===== config.mk =====
export PLATFORM = sky130hd
export DESIGN_NAME = uart_rx_top
export DESIGN_NICKNAME = d
export VERILOG_FILES = /design/src/rtl/uart_rx_pkg.sv /design/src/rtl/uart_rx_ctrl.sv /design/src/rtl/uart_rx_dp.sv /design/src/rtl/uart_rx_fifo.sv /design/src/rtl/uart_rx_top.sv
export SDC_FILE = /design/constraint.sdc
export NUM_CORES = 1
export LEC_CHECK = 0
export ABC_AREA = 0
export BUFFER_PORTS_ARGS = -buffer_cell sky130_fd_sc_hd__buf_2
export CORE_MARGIN = 3
export CORE_UTILIZATION = 43
export DETAILED_ROUTE_END_ITERATION = 12
export PLACE_DENSITY = 0.72
export SLEW_MARGIN = 0
export SYNTH_ARGS = -nofsm -noshare
export SYNTH_HDL_FRONTEND = slang
export SYNTH_SLANG_ARGS = --single-unit
export TNS_END_PERCENT = 5

===== constraint.sdc =====
create_clock -name clk -period 2.5 [get_ports clk]
set_input_delay 0.25 -clock clk [delete_from_list [all_inputs] [get_ports clk]]
set_output_delay 0.25 -clock clk [all_outputs]
set_load 0.01 [all_outputs]

===== src/rtl/uart_rx_pkg.sv =====
package uart_rx_pkg;

  typedef enum logic [2:0] {
    ST_IDLE,
    ST_START,
    ST_DATA,
    ST_PAR,
    ST_STOP
  } rxState_e;

  typedef enum logic [1:0] {
    PAR_NONE = 2'b00,
    PAR_EVEN = 2'b01,
    PAR_ODD  = 2'b10,
    PAR_OFF  = 2'b11
  } parMode_e;

  localparam int WORD_W = 9;

  // strobes from control to datapath
  typedef struct packed {
    logic shift;
    logic parLatch;
    logic commit;
  } ctrlStrobe_t;

  typedef struct packed {
    logic              frmErr;
    logic              parErr;
    logic [WORD_W-1:0] data;
  } rxEntry_t;

endpackage


===== src/rtl/uart_rx_ctrl.sv =====
module uart_rx_ctrl
  import uart_rx_pkg::*;
#(
  parameter int TICKS_PER_BIT = 16
) (
  input  logic        clk,
  input  logic        rstN,
  input  logic        tick,
  input  logic        lineBit,
  input  logic        nineBit,
  input  logic        parityOn,
  output ctrlStrobe_t strobe
);
  localparam int CNT_W = $clog2(TICKS_PER_BIT);
  localparam logic [CNT_W-1:0] LAST = CNT_W'(TICKS_PER_BIT - 1);
  localparam logic [CNT_W-1:0] MIDM1 = CNT_W'(TICKS_PER_BIT / 2 - 1);

  rxState_e         state;
  logic [CNT_W-1:0] cnt;
  logic [3:0]       bitCnt;
  logic [3:0]       lastBit;

  assign lastBit = nineBit ? 4'd8 : 4'd7;

  always_ff @(posedge clk or negedge rstN) begin
    if (!rstN) begin
      state  <= ST_IDLE;
      cnt    <= '0;
      bitCnt <= '0;
    end else if (tick) begin
      case (state)
        ST_IDLE: begin
          cnt <= '0;
          if (!lineBit) state <= ST_START;
        end
        ST_START: begin
          if (cnt == MIDM1) begin
            cnt    <= '0;
            bitCnt <= '0;
            state  <= lineBit ? ST_IDLE : ST_DATA;
          end else begin
            cnt <= cnt + 1'b1;
          end
        end
        ST_DATA: begin
          if (cnt == LAST) begin
            cnt    <= '0;
            bitCnt <= bitCnt + 1'b1;
            if (bitCnt == lastBit)
              state <= (parityOn && !nineBit) ? ST_PAR : ST_STOP;
          end else begin
            cnt <= cnt + 1'b1;
          end
        end
        ST_PAR: begin
          if (cnt == LAST) begin
            cnt   <= '0;
            state <= ST_STOP;
          end else begin
            cnt <= cnt + 1'b1;
          end
        end
        ST_STOP: begin
          if (cnt == LAST) begin
            cnt   <= '0;
            state <= ST_IDLE;
          end else begin
            cnt <= cnt + 1'b1;
          end
        end
        default: state <= ST_IDLE;
      endcase
    end
  end

  always_comb begin
    strobe          = '0;
    strobe.shift    = tick && (state == ST_DATA) && (cnt == LAST);
    strobe.parLatch = tick && (state == ST_PAR) && (cnt == LAST);
    strobe.commit   = tick && (state == ST_STOP) && (cnt == LAST);
  end

endmodule


===== src/rtl/uart_rx_dp.sv =====
module uart_rx_dp
  import uart_rx_pkg::*;
(
  input  logic        clk,
  input  logic        rstN,
  input  ctrlStrobe_t strobe,
  input  logic        lineBit,
  input  logic        nineBit,
  input  logic        parityOn,
  input  logic [1:0]  parityMode,
  input  logic        addrOnly,
  input  logic        full,
  input  logic        ovrClear,
  output logic        wrEn,
  output rxEntry_t    wrEntry,
  output logic        overrun
);
  logic [WORD_W-1:0] shiftReg;
  logic              parBit;
  logic              accept;
  logic              oddSense;

  always_ff @(posedge clk or negedge rstN) begin
    if (!rstN) begin
      shiftReg <= '0;
      parBit   <= 1'b0;
    end else begin
      if (strobe.shift)    shiftReg <= {lineBit, shiftReg[WORD_W-1:1]};
      if (strobe.parLatch) parBit   <= lineBit;
    end
  end

  assign oddSense = (parityMode == PAR_ODD);

  always_comb begin
    wrEntry.data   = nineBit ? shiftReg : {1'b0, shiftReg[WORD_W-1:1]};
    wrEntry.parErr = parityOn && !nineBit &&
                     ((^shiftReg[WORD_W-1:1] ^ parBit) != oddSense);
    wrEntry.frmErr = !lineBit;
  end

  assign accept = !(nineBit && addrOnly && !shiftReg[WORD_W-1]);
  assign wrEn   = strobe.commit && accept && !full;

  always_ff @(posedge clk or negedge rstN) begin
    if (!rstN)                            overrun <= 1'b0;
    else if (strobe.commit && accept && full) overrun <= 1'b1;
    else if (ovrClear)                    overrun <= 1'b0;
  end

endmodule


===== src/rtl/uart_rx_fifo.sv =====
module uart_rx_fifo
  import uart_rx_pkg::*;
#(
  parameter int DEPTH = 4,
  localparam int PTR_W = (DEPTH > 1) ? $clog2(DEPTH) : 1,
  localparam int LVL_W = $clog2(DEPTH + 1)
) (
  input  logic             clk,
  input  logic             rstN,
  input  logic             wrEn,
  input  rxEntry_t         wrEntry,
  input  logic             popReq,
  output rxEntry_t         head,
  output logic [LVL_W-1:0] count,
  output logic             full
);
  localparam logic [PTR_W-1:0] PTR_MAX = PTR_W'(DEPTH - 1);

  rxEntry_t         mem [DEPTH];
  logic [PTR_W-1:0] wrPtr;
  logic [PTR_W-1:0] rdPtr;
  logic             rdEn;

  assign full = (count == LVL_W'(DEPTH));
  assign rdEn = popReq && (count != '0);
  assign head = mem[rdPtr];

  always_ff @(posedge clk or negedge rstN) begin
    if (!rstN) begin
      wrPtr <= '0;
      rdPtr <= '0;
      count <= '0;
      for (int i = 0; i < DEPTH; i++) mem[i] <= '0;
    end else begin
      if (wrEn) begin
        mem[wrPtr] <= wrEntry;
        wrPtr      <= (wrPtr == PTR_MAX) ? '0 : wrPtr + 1'b1;
      end
      if (rdEn) rdPtr <= (rdPtr == PTR_MAX) ? '0 : rdPtr + 1'b1;
      case ({wrEn, rdEn})
        2'b10:   count <= count + 1'b1;
        2'b01:   count <= count - 1'b1;
        default: count <= count;
      endcase
    end
  end

endmodule


===== src/rtl/uart_rx_top.sv =====
module uart_rx_top
  import uart_rx_pkg::*;
#(
  parameter int TICKS_PER_BIT = 16,
  parameter int DEPTH         = 4,
  parameter int RTS_MARK      = 3,
  parameter int SYNC_N        = 2,
  localparam int LVL_W = $clog2(DEPTH + 1)
) (
  input  logic             clk,
  input  logic             rstN,
  input  logic             sampleTick,
  input  logic             rxIn,
  input  logic             txLoop,
  input  logic             loopEn,
  input  logic             nineBit,
  input  logic [1:0]       parityMode,
  input  logic             addrOnly,
  input  logic             popReq,
  input  logic             ovrClear,
  output logic [8:0]       rdData,
  output logic             rdParErr,
  output logic             rdFrmErr,
  output logic             rdValid,
  output logic [LVL_W-1:0] level,
  output logic             overrun,
  output logic             sendReq
);
  logic [SYNC_N-1:0] syncQ;
  logic              rawLine;
  logic              lineBit;
  logic              parityOn;
  ctrlStrobe_t       strobe;
  logic              wrEn;
  rxEntry_t          wrEntry;
  rxEntry_t          head;
  logic              full;

  assign rawLine = loopEn ? txLoop : rxIn;

  generate
    if (SYNC_N > 1) begin : g_sync_chain
      always_ff @(posedge clk or negedge rstN) begin
        if (!rstN) syncQ <= '1;
        else       syncQ <= {syncQ[SYNC_N-2:0], rawLine};
      end
    end else begin : g_sync_single
      always_ff @(posedge clk or negedge rstN) begin
        if (!rstN) syncQ <= '1;
        else       syncQ <= rawLine;
      end
    end
  endgenerate

  assign lineBit  = syncQ[SYNC_N-1];
  assign parityOn = (parityMode == PAR_EVEN) || (parityMode == PAR_ODD);

  uart_rx_ctrl #(.TICKS_PER_BIT(TICKS_PER_BIT)) ctrl_i (
    .clk(clk), .rstN(rstN), .tick(sampleTick), .lineBit(lineBit),
    .nineBit(nineBit), .parityOn(parityOn), .strobe(strobe)
  );

  uart_rx_dp dp_i (
    .clk(clk), .rstN(rstN), .strobe(strobe), .lineBit(lineBit),
    .nineBit(nineBit), .parityOn(parityOn), .parityMode(parityMode),
    .addrOnly(addrOnly), .full(full), .ovrClear(ovrClear),
    .wrEn(wrEn), .wrEntry(wrEntry), .overrun(overrun)
  );

  uart_rx_fifo #(.DEPTH(DEPTH)) fifo_i (
    .clk(clk), .rstN(rstN), .wrEn(wrEn), .wrEntry(wrEntry),
    .popReq(popReq), .head(head), .count(level), .full(full)
  );

  assign rdData   = head.data;
  assign rdParErr = head.parErr;
  assign rdFrmErr = head.frmErr;
  assign rdValid  = (level != '0);
  assign sendReq  = (level < LVL_W'(RTS_MARK));

endmodule


Yosys cells after proc, flatten, opt, wreduce, memory -nomap -nowiden --
Cells that the tools add are included.
Operators by class: $add $sub $neg 6, $lt $le $gt $ge 4, equality and inequality tests 21, muxes and demuxes 29, bitwise logic cells 3, reduce and logical (&&, ||, !) cells 32
Operators by type and width (count):
- $bwmux 44 | 1
- $mux 11 | 3
- $bmux 11 s2 | 1
- $demux 11 s2 | 1
- $mux 3 | 7
- $mux 4 | 5
- $logic_and 1x1->1 | 15
- $pmux 3 s5 | 1
- $pmux 4 s3 | 1
- $ne 2x1->1 const B | 5
- $mux 9 | 1
- $add 4x1->4 const B | 2
- $eq 2x2->1 const B | 4
- $pmux 4 s2 | 1
- $reduce_xor 8->1 | 1
- $reduce_and 7->1 | 1
- $eq 3x2->1 const B | 2
- $eq 3x3->1 const B | 2
- $ge 3x3->1 const B | 2
- $mux 2 | 3
- $not 2->3 | 2
- $pmux 3 s2 | 1
- $reduce_bool 2->1 | 3
- $reduce_bool 3->1 | 2
- 20 further kinds | 28
Storage, ports and cells: register bits 75, input bits 12, output and inout port bits 17, logic and storage cells 117

Logic depth before layout (Yosys ltp) --
word-level depth 7, depth in mapped cells 11, gate-level depth less buffers 10

Cells and area by module --
From an unflattened synthesis, not the netlist that was laid out.
Unflattened totals: cells, all modules 286, area, all modules 3807.4 um^2
Modules (own cells, without submodules):
- uart_rx_fifo | instances 1, cells an instance 144, area each 2323.5 um^2, sequential area each 1276.2 um^2
- uart_rx_ctrl | instances 1, cells an instance 87, area each 774.5 um^2, sequential area each 275.3 um^2
- uart_rx_dp | instances 1, cells an instance 49, area each 625.6 um^2, sequential area each 275.3 um^2
- uart_rx_top | instances 1, cells an instance 6, area each 83.8 um^2, sequential area each 52.6 um^2

Worst setup path after synthesis --
Ideal clock, no wire load.
path kind reg2reg, start point register ctrl_i.cnt[0], end point register fifo_i.count[2], setup time 0.079 ns, arrival time 2.144 ns, required time 2.421 ns, slack 0.277 ns, stages on the path, launching flop included 12, period minus slack after synthesis 2.223 ns, path through dfrtp_1 -> ha_1 -> and4_1 -> buf_4 -> and4_4 -> inv_1 -> ha_1 -> inv_1 -> fa_1 -> xor2_1 -> nor2_1 -> xor2_1
On the way: word-level cells in the longest chain between the ends 6, elaborated cells on any way between the ends 8
Ends and longest elaborated chain:
- start: declaration | RTL line uart_rx_ctrl.sv:19 | logic [CNT_W-1:0] cnt;
- start signal: assignment | RTL line uart_rx_ctrl.sv:42 | cnt <= cnt + 1'b1;
- start signal: assignment | RTL line uart_rx_ctrl.sv:52 | cnt <= cnt + 1'b1;
- start signal: assignment | RTL line uart_rx_ctrl.sv:60 | cnt <= cnt + 1'b1;
- $eq 4x4->1 (*) | RTL line uart_rx_ctrl.sv:80 | strobe.commit = tick && (state == ST_STOP) && (cnt == LAST);
- $logic_and 1x1->1 (*) | RTL line uart_rx_ctrl.sv:80
- $logic_and 1x1->1 (*) (2 in series) | RTL line uart_rx_dp.sv:43 | assign wrEn = strobe.commit && accept && !full;
- $eq 2x1->1 or $eq 2x2->1 (tied branches) | RTL line uart_rx_fifo.sv:40 | case ({wrEn, rdEn})
- $pmux 3 s2 or $reduce_bool 2->1 (tied branches)
- end signal: assignment | RTL line uart_rx_fifo.sv:41 | 2'b10: count <= count + 1'b1;
- end signal: assignment | RTL line uart_rx_fifo.sv:42 | 2'b01: count <= count - 1'b1;
- end signal: assignment | RTL line uart_rx_fifo.sv:43 | default: count <= count;
- end: declaration | RTL line uart_rx_fifo.sv:14 | output logic [LVL_W-1:0] count,
Mark *: on every way between the ends. The rest lies on a longest branch, timed or not. A chain may end at the register's enable or synchronous reset.

Worst setup path after layout --
Ends and elaborated chain as after synthesis.

==> results.json <==
{
  "status": "complete, no violations",
  "wl_per_cell_um": 16.9,
  "post-route-drc-count": 0,
  "crit_required_ns": 2.78,
  "coreArea_mm2": 0.00876,
  "hold_viol": 0,
  "setup_tns_ns": 0,
  "drv_slew": 0,
  "hold_class": "primary input to asynchronous set/reset pin",
  "ys_types": 57,
  "drive_above_1_share": 0.269,
  "clkTransAtPathRegs_ns": 0.08,
  "cts_tree": "built",
  "final_nets": 355,
  "ys_ff_latch": 75,
  "synth-main-ff-cell": "dfrtp_1",
  "grt_max_degree": 76,
  "cp_slowest_cell": "dfrtp_1",
  "cp.arrival_ns": 2.55,
  "drt-initial-drc-count": 140,
  "n_fill_cell": 781,
  "clock_path_buffers": 2,
  "crit_path_start_kind": "flip-flop",
  "grt_use_total": 0.161,
  "max_stage_delay_ns": 0.42,
  "io-pin-count": 29,
  "first_pass_iters": 4,
  "gp_congestion": 0.814,
  "crit_fanout": 8,
  "synth_fp_nets": 323,
  "die_area_mm2": 0.0103,
  "rows": 34,
  "timing.fmax_mhz": 440,
  "place_inst": 430,
  "synth_edf_count": 0,
  "top_usage_layer": "met2",
  "n_antenna_cell": 0,
  "route.antenna.remaining_nets": 0,
  "htree_levels": 3,
  "vias": 2438,
  "final_util": 0.495,
  "critical_path_class": "flip-flop to flip-flop",
  "fin_crit_sh": 0.908,
  "viasPerCell": 5.47,
  "p_leak_uw": 0.00215,
  "slew_headroom": 0.378,
  "async_reset_ff_frac": 1.00,
  "use_met3": 0.0406,
  "vdd_drop_max_mv": 0.523,
  "antenna_found_initial": 0,
  "fin_cells": 446,
  "powerDensity_mw_per_mm2": 793,
  "worst_setup_path_end_kind": "flip-flop",
  "cp_cell_sequence": "ha_1 -> and4_4 -> and4_4 -> inv_1 -> ha_1 -> inv_1 -> fa_1 -> xor2_1 -> nor2_1 -> xor2_1",
  "die_h_um": 101,
  "use_met1": 0.234,
  "avgSynthCellArea_um2": 13.0,
  "root_buffer": "clkbuf_8",
  "port_buffers": 28,
  "seq_area_frac_synth": 0.482,
  "post_cts_buffers": 0,
  "clkSinkCount": 75,
  "area_delta_synth_final_pct": 11.2,
  "grt-ovfl-total": 0,
  "layout_commonest_cell": "dfrtp_1",
  "worst_pin_slew_ns": 0.933,
  "grt_use_met2": 0.237,
  "numCtsBuffers": 9,
  "final_cell_mix": "dfrtp_1 (73), mux2_1 (39), buf_2 (27)",
  "grt_pass1_vias": 2503,
  "initial_core_util": 0.445,
  "hpwl_um": 5090,
  "synthCells": 301,
  "rsz0062_at_grt": "false",
  "ctsHoldBuffers": 0,
  "clock_latency_ns": 0.35,
  "setup_viol": 0,
  "grt_first_pass_wirelength_um": 12800,
  "clock_skew_ns": 0.0103,
  "ys_warn_count": 0,
  "die_w_um": 101,
  "post-route-min-period_ns": 2.27,
  "cap_viol_max_count": 0,
  "netlist_area_mm2": 0.00390,
  "routed_wl_um": 7560
}
## through the flow
step	worst slack, ns	total power (uW)	hold slack (ns)	cell area [um2]
2_1_floorplan	0.277	2280	-0.0456	3900
4_1_cts	0.139	3480	0.0691	4340
6_report	0.229	3440	0.0297	4340
3_3_place_gp	0.243	2500	0.350	4140
5_1_grt	0.0470	3680	0.0999	4340
3_5_place_dp	0.156	2540	0.348	4140
## critical path: cells and delay by family (launching register included)
kind	cells	cell delay [ns]
XOR/XNOR	2	0.30
adder cells (fa/ha/maj)	3	0.82
buffers and inverters	2	0.12
AND/OR/NAND/NOR	3	0.54
flip-flops	1	0.42
## final cells by class
class	count	area (um2)	area share
sequential	75	1880	0.433
multi-input combinational	194	1860	0.428
timing repair buffer	38	218	0.0502
tap	108	135	0.0311
clock buffer	11	131	0.0303
clock inverter	5	62.6	0.0144
inverter	15	56.3	0.0130
## power by group
part | leakage (uW) | internal, uW | total, uW | switching [uW]
Combinational | 0.00106 | 460 | 997 | 537
Sequential | 0.00100 | 1340 | 1520 | 180
Clock | 0.0000901 | 467 | 928 | 461
Total | 0.00215 | 2260 | 3440 | 1180
## kinds of logic after synthesis
logic type | synth area share
DFF | 0.482
and+or+nand+nor | 0.0965
xor gates and xnor gates | 0.0282
adders and majority gates | 0.0340
muxes | 0.248
AOI/OAI and AO/OA | 0.0693
buffers and inverters | 0.0430
## state kept, by name (all words and copies together) (netlist names)
register       count
dp_i.parBit        1
fifo_i.mem        44
syncQ              2
ctrl_i.state       3
ctrl_i.bitCnt      4
ctrl_i.cnt         4
dp_i.overrun       1
fifo_i.wrPtr       2
fifo_i.count       3
dp_i.shiftReg      9
fifo_i.rdPtr       2
## what timing repair did
item / CTS / global route
endpoints found under the hold margin: 0 / 0
setup endpoints to repair: 0 / 1
gates resized for setup: 0 / 2
## cell usage after synthesis, types with 3 or more instances
library cell | instances | area [um2]
dfrtp_1 | 73 | 1830
mux2_1 | 39 | 439
nand2_1 | 17 | 63.8
inv_1 | 15 | 56.3
mux2_2 | 11 | 124
mux4_2 | 11 | 248
ha_1 | 9 | 113
mux2_4 | 9 | 135
o21ai_1 | 8 | 40.0
nor2_1 | 7 | 26.3
xnor2_1 | 7 | 61.3
nand3_1 | 6 | 30.0
buf_2 | 5 | 25.0
buf_4 | 5 | 37.5
nor3_1 | 5 | 25.0
o31ai_1 | 5 | 37.5
a21oi_1 | 4 | 20.0
nand4_1 | 4 | 25.0
a31oi_1 | 3 | 18.8
and4_1 | 3 | 26.3
buf_6 | 3 | 33.8
clkbuf_1 | 3 | 11.3
o21ai_0 | 3 | 15.0
xor2_1 | 3 | 26.3
## path summary, 6_finish.rpt
| path | start | endpoint | slack [ns] | depth (start not counted) |
|---|---|---|---|---|
| worst max-delay path | ctrl_i.cnt[0]$_DFFE_PN0P_ | fifo_i.count[2]$_DFFE_PN0P_ | 0.23 | 10 |
| worst min-delay path | rstN | fifo_i.mem[35]$_DFFE_PN0P_ | 0.03 | 1 |
| max in group asynchronous | rstN | fifo_i.mem[20]$_DFFE_PN0P_ | 1.86 | 1 |
| min in group clk | ovrClear | dp_i.overrun$_DFFE_PN0P_ | 0.13 | 2 |
| worst min register to register | syncQ[0]$_DFF_PN1_ | syncQ[1]$_DFF_PN1_ | 0.36 | 0 |
| worst max register to register | ctrl_i.cnt[0]$_DFFE_PN0P_ | fifo_i.count[2]$_DFFE_PN0P_ | 0.23 | 10 |
## per-layer routing
metal	wire, um	part of all wire
met5	0	0
met3	282	0.037
met2	3430	0.45
met4	106	0.014
met1	3740	0.49
No activity file was read; power rests on OpenSTA's default activity.
